## src/rtl/hz_pkg.sv

```systemverilog
// Shared widths and slot formats for the hazard controller.
// Assumes a 32-entry register file and an 8-bit instruction tag.
package hz_pkg;
    parameter int REG_W = 5;
    parameter int TAG_W = 8;

    // Fields that travel past decode.
    typedef struct packed {
        logic             valid;
        logic [REG_W-1:0] rd;
        logic             rd_we;
        logic             mem_we;
        logic             mem_re;
        logic [TAG_W-1:0] tag;
    } exe_slot_t;

    // Decode slot: sources are consumed here and dropped afterwards.
    typedef struct packed {
        logic [REG_W-1:0] rs1;
        logic [REG_W-1:0] rs2;
        exe_slot_t        body;
    } dec_slot_t;
endpackage

```

## src/rtl/hz_detect.sv

```systemverilog
// Read-after-write comparator: every decode source against every older
// destination. Assumes index 0 is a constant-zero register.
module hz_detect #(
    parameter int REG_W = 5,
    parameter int N_SRC = 2,
    parameter int N_OLD = 2
) (
    input  logic [N_SRC-1:0][REG_W-1:0] src,
    input  logic [N_OLD-1:0][REG_W-1:0] dst,
    input  logic [N_OLD-1:0]            dst_we,
    output logic                        hazard
);
    localparam int N_PAIR = N_SRC * N_OLD;

    logic [N_PAIR-1:0] hit;

    // One comparator per source/older-stage pair.
    for (genvar s = 0; s < N_SRC; s++) begin : g_src
        for (genvar o = 0; o < N_OLD; o++) begin : g_old
            assign hit[s*N_OLD+o] = dst_we[o] && (src[s] != '0) && (src[s] == dst[o]);
        end
    end

    // Any live match is a hazard.
    assign hazard = |hit;
endmodule

```

## src/rtl/hz_stage_reg.sv

```systemverilog
// Generic pipeline slot with hold and clear. Clear wins over hold.
// Assumes the all-zero value of T is an empty slot.
module hz_stage_reg #(
    parameter type T = logic [7:0]
) (
    input  logic clk,
    input  logic rst_n,
    input  logic stall,
    input  logic flush,
    input  T     d,
    output T     q
);
    // Slot update: reset or clear empties, hold keeps, else load.
    always_ff @(posedge clk) begin
        if (!rst_n)      q <= '0;
        else if (flush)  q <= '0;
        else if (!stall) q <= d;
    end

    AST_SLOT_HOLD: assert property (@(posedge clk) disable iff (!rst_n)
        (stall && !flush) |=> $stable(q));
    AST_SLOT_CLEAR: assert property (@(posedge clk) disable iff (!rst_n)
        flush |=> (q == '0));
endmodule

```

## src/rtl/hz_pc_reg.sv

```systemverilog
// Fetch address register: jump target first, then hold, else step.
// Assumes fixed-size instructions of STEP bytes.
module hz_pc_reg #(
    parameter int          XLEN     = 32,
    parameter logic [31:0] RESET_PC = 32'h0000_1000,
    parameter int          STEP     = 4
) (
    input  logic            clk,
    input  logic            rst_n,
    input  logic            stall,
    input  logic            jump,
    input  logic [XLEN-1:0] target,
    output logic [XLEN-1:0] pc
);
    localparam logic [XLEN-1:0] STEP_V = XLEN'(STEP);
    localparam logic [XLEN-1:0] BOOT_V = XLEN'(RESET_PC);

    // Next fetch address selection.
    always_ff @(posedge clk) begin
        if (!rst_n)      pc <= BOOT_V;
        else if (jump)   pc <= target;
        else if (!stall) pc <= pc + STEP_V;
    end

    AST_PC_STEP: assert property (@(posedge clk) disable iff (!rst_n)
        (!stall && !jump) |=> (pc == $past(pc) + STEP_V));
    AST_PC_FREEZE: assert property (@(posedge clk) disable iff (!rst_n)
        (stall && !jump) |=> $stable(pc));
    AST_PC_REDIRECT: assert property (@(posedge clk) disable iff (!rst_n)
        jump |=> (pc == $past(target)));
endmodule

```

## src/rtl/hz_pipe_ctrl.sv

```systemverilog
// Hazard stall/squash controller with its program counter and three
// pipeline slots. Dependencies stall decode; a taken jump from execute
// clears decode and execute. Assumes no forwarding and register writes
// complete before a read issued after the memory stage.
module hz_pipe_ctrl
    import hz_pkg::*;
#(
    parameter int          XLEN     = 32,
    parameter logic [31:0] RESET_PC = 32'h0000_1000
) (
    input  logic             clk,
    input  logic             rst_n,
    input  logic [REG_W-1:0] if_rs1,
    input  logic [REG_W-1:0] if_rs2,
    input  logic [REG_W-1:0] if_rd,
    input  logic             if_rd_we,
    input  logic             if_mem_we,
    input  logic             if_mem_re,
    input  logic [TAG_W-1:0] if_tag,
    input  logic             ex_jump,
    input  logic [XLEN-1:0]  ex_target,
    output logic [XLEN-1:0]  pc,
    output logic             stall_pc,
    output logic             stall_ifid,
    output logic             flush_ifid,
    output logic             flush_idex,
    output logic             id_valid,
    output logic [TAG_W-1:0] id_tag,
    output logic             ex_valid,
    output logic [REG_W-1:0] ex_rd,
    output logic             ex_rd_we,
    output logic             ex_mem_we,
    output logic             ex_mem_re,
    output logic [TAG_W-1:0] ex_tag,
    output logic             mem_valid,
    output logic [REG_W-1:0] mem_rd,
    output logic             mem_rd_we,
    output logic             mem_mem_we,
    output logic             mem_mem_re,
    output logic [TAG_W-1:0] mem_tag
);
    localparam int N_SRC = 2;
    localparam int N_OLD = 2;

    dec_slot_t id_d, id_q;
    exe_slot_t ex_q, mem_q;
    logic      hazard;
    logic [N_SRC-1:0][REG_W-1:0] src_idx;
    logic [N_OLD-1:0][REG_W-1:0] dst_idx;
    logic [N_OLD-1:0]            dst_we;

    // Package the fetched instruction into a decode slot.
    always_comb begin
        id_d             = '0;
        id_d.rs1         = if_rs1;
        id_d.rs2         = if_rs2;
        id_d.body.valid  = 1'b1;
        id_d.body.rd     = if_rd;
        id_d.body.rd_we  = if_rd_we;
        id_d.body.mem_we = if_mem_we;
        id_d.body.mem_re = if_mem_re;
        id_d.body.tag    = if_tag;
    end

    // Gather comparator operands from decode, execute and memory.
    assign src_idx = {id_q.rs2, id_q.rs1};
    assign dst_idx = {mem_q.rd, ex_q.rd};
    assign dst_we  = {mem_q.rd_we, ex_q.rd_we};

    hz_detect #(.REG_W(REG_W), .N_SRC(N_SRC), .N_OLD(N_OLD)) u_detect (
        .src    (src_idx),
        .dst    (dst_idx),
        .dst_we (dst_we),
        .hazard (hazard)
    );

    // Control policy: a jump overrides a dependency stall.
    always_comb begin
        stall_pc   = hazard && !ex_jump;
        stall_ifid = hazard && !ex_jump;
        flush_ifid = ex_jump;
        flush_idex = ex_jump || hazard;
    end

    hz_pc_reg #(.XLEN(XLEN), .RESET_PC(RESET_PC), .STEP(4)) u_pc (
        .clk    (clk),
        .rst_n  (rst_n),
        .stall  (stall_pc),
        .jump   (ex_jump),
        .target (ex_target),
        .pc     (pc)
    );

    hz_stage_reg #(.T(dec_slot_t)) u_ifid (
        .clk (clk), .rst_n (rst_n), .stall (stall_ifid), .flush (flush_ifid),
        .d   (id_d), .q (id_q)
    );

    hz_stage_reg #(.T(exe_slot_t)) u_idex (
        .clk (clk), .rst_n (rst_n), .stall (1'b0), .flush (flush_idex),
        .d   (id_q.body), .q (ex_q)
    );

    hz_stage_reg #(.T(exe_slot_t)) u_exmem (
        .clk (clk), .rst_n (rst_n), .stall (1'b0), .flush (1'b0),
        .d   (ex_q), .q (mem_q)
    );

    // Expose slot contents.
    assign id_valid   = id_q.body.valid;
    assign id_tag     = id_q.body.tag;
    assign ex_valid   = ex_q.valid;
    assign ex_rd      = ex_q.rd;
    assign ex_rd_we   = ex_q.rd_we;
    assign ex_mem_we  = ex_q.mem_we;
    assign ex_mem_re  = ex_q.mem_re;
    assign ex_tag     = ex_q.tag;
    assign mem_valid  = mem_q.valid;
    assign mem_rd     = mem_q.rd;
    assign mem_rd_we  = mem_q.rd_we;
    assign mem_mem_we = mem_q.mem_we;
    assign mem_mem_re = mem_q.mem_re;
    assign mem_tag    = mem_q.tag;

    AST_STALL_BUBBLE: assert property (@(posedge clk) disable iff (!rst_n)
        stall_ifid |-> (stall_pc && flush_idex));
    AST_JUMP_PRIORITY: assert property (@(posedge clk) disable iff (!rst_n)
        ex_jump |-> (!stall_pc && !stall_ifid && flush_ifid && flush_idex));
    AST_JUMP_SQUASH: assert property (@(posedge clk) disable iff (!rst_n)
        ex_jump |=> (!id_valid && !ex_valid));
    AST_ZERO_SRC_QUIET: assert property (@(posedge clk) disable iff (!rst_n)
        (id_q.rs1 == '0 && id_q.rs2 == '0) |-> !stall_pc);
    AST_EMPTY_QUIET: assert property (@(posedge clk) disable iff (!rst_n)
        !ex_valid |-> (!ex_rd_we && !ex_mem_we && !ex_mem_re));
    AST_EX_ADVANCES: assert property (@(posedge clk) disable iff (!rst_n)
        1'b1 |=> (mem_tag == $past(ex_tag) && mem_valid == $past(ex_valid)));
endmodule

```

## config.mk

```make
export PLATFORM = sky130hd
export DESIGN_NAME = hz_pipe_ctrl
export DESIGN_NICKNAME = d
export VERILOG_FILES = /design/src/rtl/hz_pkg.sv /design/src/rtl/hz_detect.sv /design/src/rtl/hz_stage_reg.sv /design/src/rtl/hz_pc_reg.sv /design/src/rtl/hz_pipe_ctrl.sv
export SDC_FILE = /design/constraint.sdc
export NUM_CORES = 1
export LEC_CHECK = 0
export ABC_AREA = 1
export BUFFER_PORTS_ARGS = -buffer_cell sky130_fd_sc_hd__buf_4
export CORE_ASPECT_RATIO = 0.8
export CORE_MARGIN = 8
export CORE_UTILIZATION = 30
export DETAILED_ROUTE_END_ITERATION = 10
export PLACE_DENSITY = 0.6
export SLEW_MARGIN = 20
export SYNTH_ARGS = -nofsm -noshare
export SYNTH_HDL_FRONTEND = slang
export SYNTH_SLANG_ARGS = --single-unit
```

## constraint.sdc

```tcl
create_clock -name clk -period 2.5 [get_ports clk]
set_input_delay 0.25 -clock clk [delete_from_list [all_inputs] [get_ports clk]]
set_output_delay 0.25 -clock clk [all_outputs]
set_load 0.01 [all_outputs]
```

Word-level counts from Yosys, hierarchy flattened

Cells that the tools add are included.

Register bits: 93
Input bits: 61
Output and inout port bits: 79

$add $sub $neg: 1
Equality and inequality tests: 5
Mux-type cells: 2
Bitwise operators: 1
Reduce and logical (&&, ||, !) cells: 16

Operators with widths:

| kind                  | number |
|---|---|
| $mux 32               | 2 |
| $add 32x3->32 const B | 1 |
| $eq 5x5->1            | 4 |
| $reduce_bool 5->1     | 2 |
| $logic_and 1x1->1     | 9 |
| $reduce_or 2->1       | 2 |
| $reduce_or 4->1       | 1 |
| $ne 2x2->1 const B    | 1 |
| $logic_not 1->1       | 1 |
| $logic_or 1x1->1      | 1 |
| $not 1->1             | 1 |

Logic depth before layout (Yosys ltp)

Word-level depth: 7
Depth in mapped cells: 13
Depth with buffers taken out: 12

Cells and area by module

A second synthesis with hierarchy kept.

Cells, all modules: 747
Area, all modules: 5072.4 µm²

Modules (own cells, without submodules):

| module                      | times used | cells each | area an instance (µm²) | seq. area each (µm²) |
|---|---|---|---|---|
| hz_pc_reg                   | 1          | 368        | 2219.6                 | 640.6 |
| hz_stage_reg at u_exmem ... | 2          | 75         | 686.9                  | 340.3 |
| hz_stage_reg at u_ifid      | 1          | 118        | 1041.0                 | 540.5 |
| hz_detect                   | 1          | 103        | 400.4                  | 0.0 |
| hz_pipe_ctrl                | 1          | 8          | 37.5                   | 0.0 |

Worst setup path after synthesis

No wires, ideal clock.

Path type: reg-to-output
From: register u_idex.q[13] in the netlist's numbering
To: output port stall_pc
Data arrival time: 1392 ps
Data required time: 2250 ps
Setup slack: 858 ps
Stages on the path, launching flop included: 13
Buffers on the path: 2
Path through: dfxtp_1 -> inv_1 -> nand2_1 -> nand2_1 -> nor2_1 -> nand3_1 -> nand2_1 -> nand2_2 -> nand2_4 -> nand2_2 -> inv_4 -> buf_4 -> buf_4

Longest elaborated chain between the ends: 4

RTL lines:

| item                     | RTL line           | source |
|---|---|---|
| start: declaration       | hz_stage_reg.sv:11 | `output T q` |
| start signal: assignment | hz_stage_reg.sv:15 | `if (!rst_n) q <= '0;` |
| start signal: assignment | hz_stage_reg.sv:16 | `else if (flush) q <= '0;` |
| start signal: assignment | hz_stage_reg.sv:17 | `else if (!stall) q <= d;` |
| $eq 5x5->1               | hz_detect.sv:20    | `assign hit[s*N_OLD+o] = dst_we[o] && (src[s] != '0) && (src[s] == dst[o]);` |
| $logic_and 1x1->1        | hz_detect.sv:20    |  |
| $reduce_or 4->1 (*)      | hz_detect.sv:25    | `assign hazard = \|hit;` |
| $logic_and 1x1->1 (*)    | n/a                |  |
| end: declaration         | hz_pipe_ctrl.sv:23 | `output logic stall_pc,` |

Mark *: on every way between the ends. The rest lies on a longest branch, timed or not.

Worst setup path in the final report

From: register u_ifid.q[20] in the netlist's numbering
To: output port stall_ifid

Longest elaborated chain between the ends: 5

RTL lines:

| item                           | RTL line           | source |
|---|---|---|
| start: declaration             | hz_stage_reg.sv:11 |  |
| start signal: assignment       | hz_stage_reg.sv:15 |  |
| start signal: assignment       | hz_stage_reg.sv:16 |  |
| start signal: assignment       | hz_stage_reg.sv:17 |  |
| $reduce_bool 5->1              | hz_detect.sv:20    |  |
| $logic_and 1x1->1 (2 in a row) | hz_detect.sv:20    |  |
| $reduce_or 4->1 (*)            | hz_detect.sv:25    |  |
| $logic_and 1x1->1 (*)          | hz_pipe_ctrl.sv:80 | `stall_ifid = hazard && !ex_jump;` |
| end: declaration               | hz_pipe_ctrl.sv:24 | `output logic stall_ifid,` |

Marked as above.

==> flow_metrics.tcl <==
set metrics [dict create \
    vias 4898 \
    startpoint_type "register" \
    fin_util_pct 39.5 \
    critPathLaunch "u_ifid.q[20]" \
    rows 41 \
    regArea_um2 1860 \
    async_flop_share_pct 0 \
    yosysUniqueCellTypes 26 \
    worstPathMaxFanout 31 \
    holdWs_ns 0.115 \
    root_buffer "clkbuf_16" \
    tightest_slew_ns 0.598 \
    dp.cells 1112 \
    slew_headroom_pct 60.1 \
    p_int_mw 2.48 \
    clk_path_buf_depth 2 \
    placed_cell_area_um2 5940 \
    grt_max_degree 63 \
    cp.buffers_inverters 3 \
    cp.arrival_ns 2.08 \
    routed_wl_mm 15.6 \
    tns_ns 0 \
    antenna_cells 0 \
    ir_drop_v 0.000347 \
    timing.fmax_mhz 429 \
    yosys_warnings 0 \
    fin_nets 970 \
    status "complete, no violations" \
    postLayoutSetupSlackWorst_ns 0.169 \
    syn_inst 790 \
    power.leakage_nw 3.00 \
    hpwlAfterDp_mm 11.6 \
    synthTopCellsByArea "dfxtp_1 (39%), nand2_1 (21%), nor2_1 (12%)" \
    drc_errors 0 \
    skew_ns 0.00575 \
    cts_resized 0 \
    rsz0062_at_grt "false" \
    drt-initial-drc-count 428 \
    gp_congestion 0.898 \
    setup_viol 0 \
    p_comb_share_pct 13.7 \
    r2r_start "u_ifid.q[20]" \
    hold_path_class "in -> reg" \
    final.period_utilization_pct 93.2 \
    path_depth 11 \
    synth_common_cells "nand2_1 (275), nor2_1 (160), dfxtp_1 (93), inv_1 (87), nand3_1 (57)" \
    ys_ff_latch 93 \
    clock_sinks 93 \
    synth_area_um2 4820 \
    synth_edf_count 0 \
    clockPowerShare_pct 38.4 \
    maxCapViolCount 0 \
    syn_to_final_growth_pct 29.1 \
    crit_chain "inv_2 > nand2_1 > nand2_1 > nor2_1 > nand3_1 > nand2_1 > nand2_2 > nand2_4 > nand2_2 > inv_8 > buf_4" \
    synth_ff_type "dfxtp_1" \
    multiInputGateArea_um2 2350 \
    r2r_slack_ns 0.49 \
    final_cells 1127 \
    syn_nets 852 \
    synth_most_common_cell "nand2_1" \
    cts_tree "done" \
    seq_area_frac_synth_pct 38.6 \
    fillers 1770 \
    syn_avg_cell_area_um2 6.11 \
    ios 140 \
    track_usage_pct 15.3 \
    clk_pin_slew_ns 0.06 \
    switching_power_uw 889 \
    place_ws_ns 0.383 \
    cpMostUsedCell "nand2_1" \
    initial_core_util_pct 30.6 \
    die_area_um2 20400 \
    report.final.slew_viol_count 0 \
    clock_latency_ns 0.34 \
    overflow 0 \
    antenna_found_initial 0 \
    cp_top_family "simple AND/OR/NAND/NOR gates" \
    pwr-share-seq_pct 47.9 \
    critical_path.slowest_cell "dfxtp_1" \
    drt-pass1-iter-count 5 \
    postCtsSetupRepairBufs 0 \
    drive_above_1_share_pct 19.4 \
    fin_crit_ns 2.33 \
    critical_path_class "reg -> out" \
    r2r_end "u_pc.pc[17]" \
    grt_pass1_wl_mm 24.4 \
    endpoint "stall_ifid" \
    vias_per_cell 4.35 \
    switching_share_pct 26.4 \
    core_region_area_um2 15700 \
    cpPeakStageDelay_ns 0.40 \
    synth_top_area_share_pct 38.6 \
    fin_area_um2 6230 \
    yosysTopAreaCell "dfxtp_1" \
    r2r_cells 13 \
    hold_viol_final 0 \
    cts_max_level 3 \
    cts_inserted_buffers 9 \
    io_buffers 139 \
    grt_pass1_vias 4591 \
    finalPower_mw 3.37 \
    ant_nets 0 \
    die_h_um 129 \
    end_kind "primary output" \
    postCtsHoldBufs 0 \
    fp.dieW_um 158 \
    cp.required_ns 2.25 \
    power.density_nw_per_um2 541 \
    wl_per_cell_um 13.8 \
]
## registers in the layout (all words and copies together) (netlist names)
name and count:
u_ifid.q 27, u_idex.q 17, u_exmem.q 17, u_pc.pc 32
## metal layers
| layer | global-route usage (%) | share of wire, % |
|---|---|---|
| met4 | 3.46 | 1.0 |
| met3 | 4.49 | 6.9 |
| met5 | 0 | 0 |
| met2 | 22.7 | 43 |
| met1 | 21.4 | 49 |
## worst reg2reg max path: stages, from the launching register on
cell and delay (ns):
dfxtp_1 0.40, inv_2 0.07, nand2_1 0.07, nand2_1 0.05, nor2_1 0.14, nand3_1 0.10
nand2_1 0.09, nand2_2 0.07, nand2_4 0.08, nand2_2 0.22, inv_8 0.28, buf_4 0.24
nor2_1 0.06, nor2_1 0.09
## power groups by stage
stage          Combinational [mW]  Clock (mW)  Sequential, mW
3_3_place_gp                0.463           0            1.65
5_1_grt                     0.521        1.41            1.62
4_1_cts                     0.468        1.34            1.61
6_report                    0.462        1.30            1.61
3_5_place_dp                0.466           0            1.65
2_1_floorplan               0.246           0            1.65
## logic make-up (layout without fill, tap and decap cells)
logic type,Yosys count,after routing,share of synthesized area (%)
compound gates,43,43,4.51
xor+xnor,10,10,1.82
fa+ha+maj,1,1,0.259
buf+inv,134,256,12.7
flops,93,93,38.6
simple gates,509,509,42.2
## how the worst min path moves through the flow
stage                             from           end  slack, ns  depth (start not counted)
after CTS                     if_rd[2]  u_ifid.q[13]       0.10                          3
after global routing          if_rd_we  u_ifid.q[10]       0.12                          3
after floorplan              if_tag[0]   u_ifid.q[0]       0.37                          2
final                        if_tag[0]   u_ifid.q[0]       0.12                          3
after global placement     u_ifid.q[8]   u_idex.q[8]       0.42                          2
after detailed placement  u_ifid.q[10]  u_idex.q[10]       0.43                          2
## cell type report
class / instances / area share, %
Tap cell: 215 / 4.32
Clock inverter: 3 / 0.342
Timing Repair Buffer: 146 / 17.7
Sequential cell: 93 / 29.9
Clock buffer: 12 / 4.12
Inverter: 95 / 5.85
Multi-Input combinational cell: 563 / 37.8
## layout by cell type (no fill, tap or decap), types with 2 or more instances in the layout
master	count
a31oi_1	2
nor3_1	2
nand3b_1	5
a21oi_1	14
xor2_1	9
clkbuf_8	2
buf_4	145
inv_1	87
nand3_1	57
dfxtp_1	93
nor2_1	159
clkbuf_16	9
o21ai_0	24
nand2_2	4
nor2_2	4
o21ai_1	3
inv_2	7
nand2_1	275
Power figures use the tool's default switching activity.
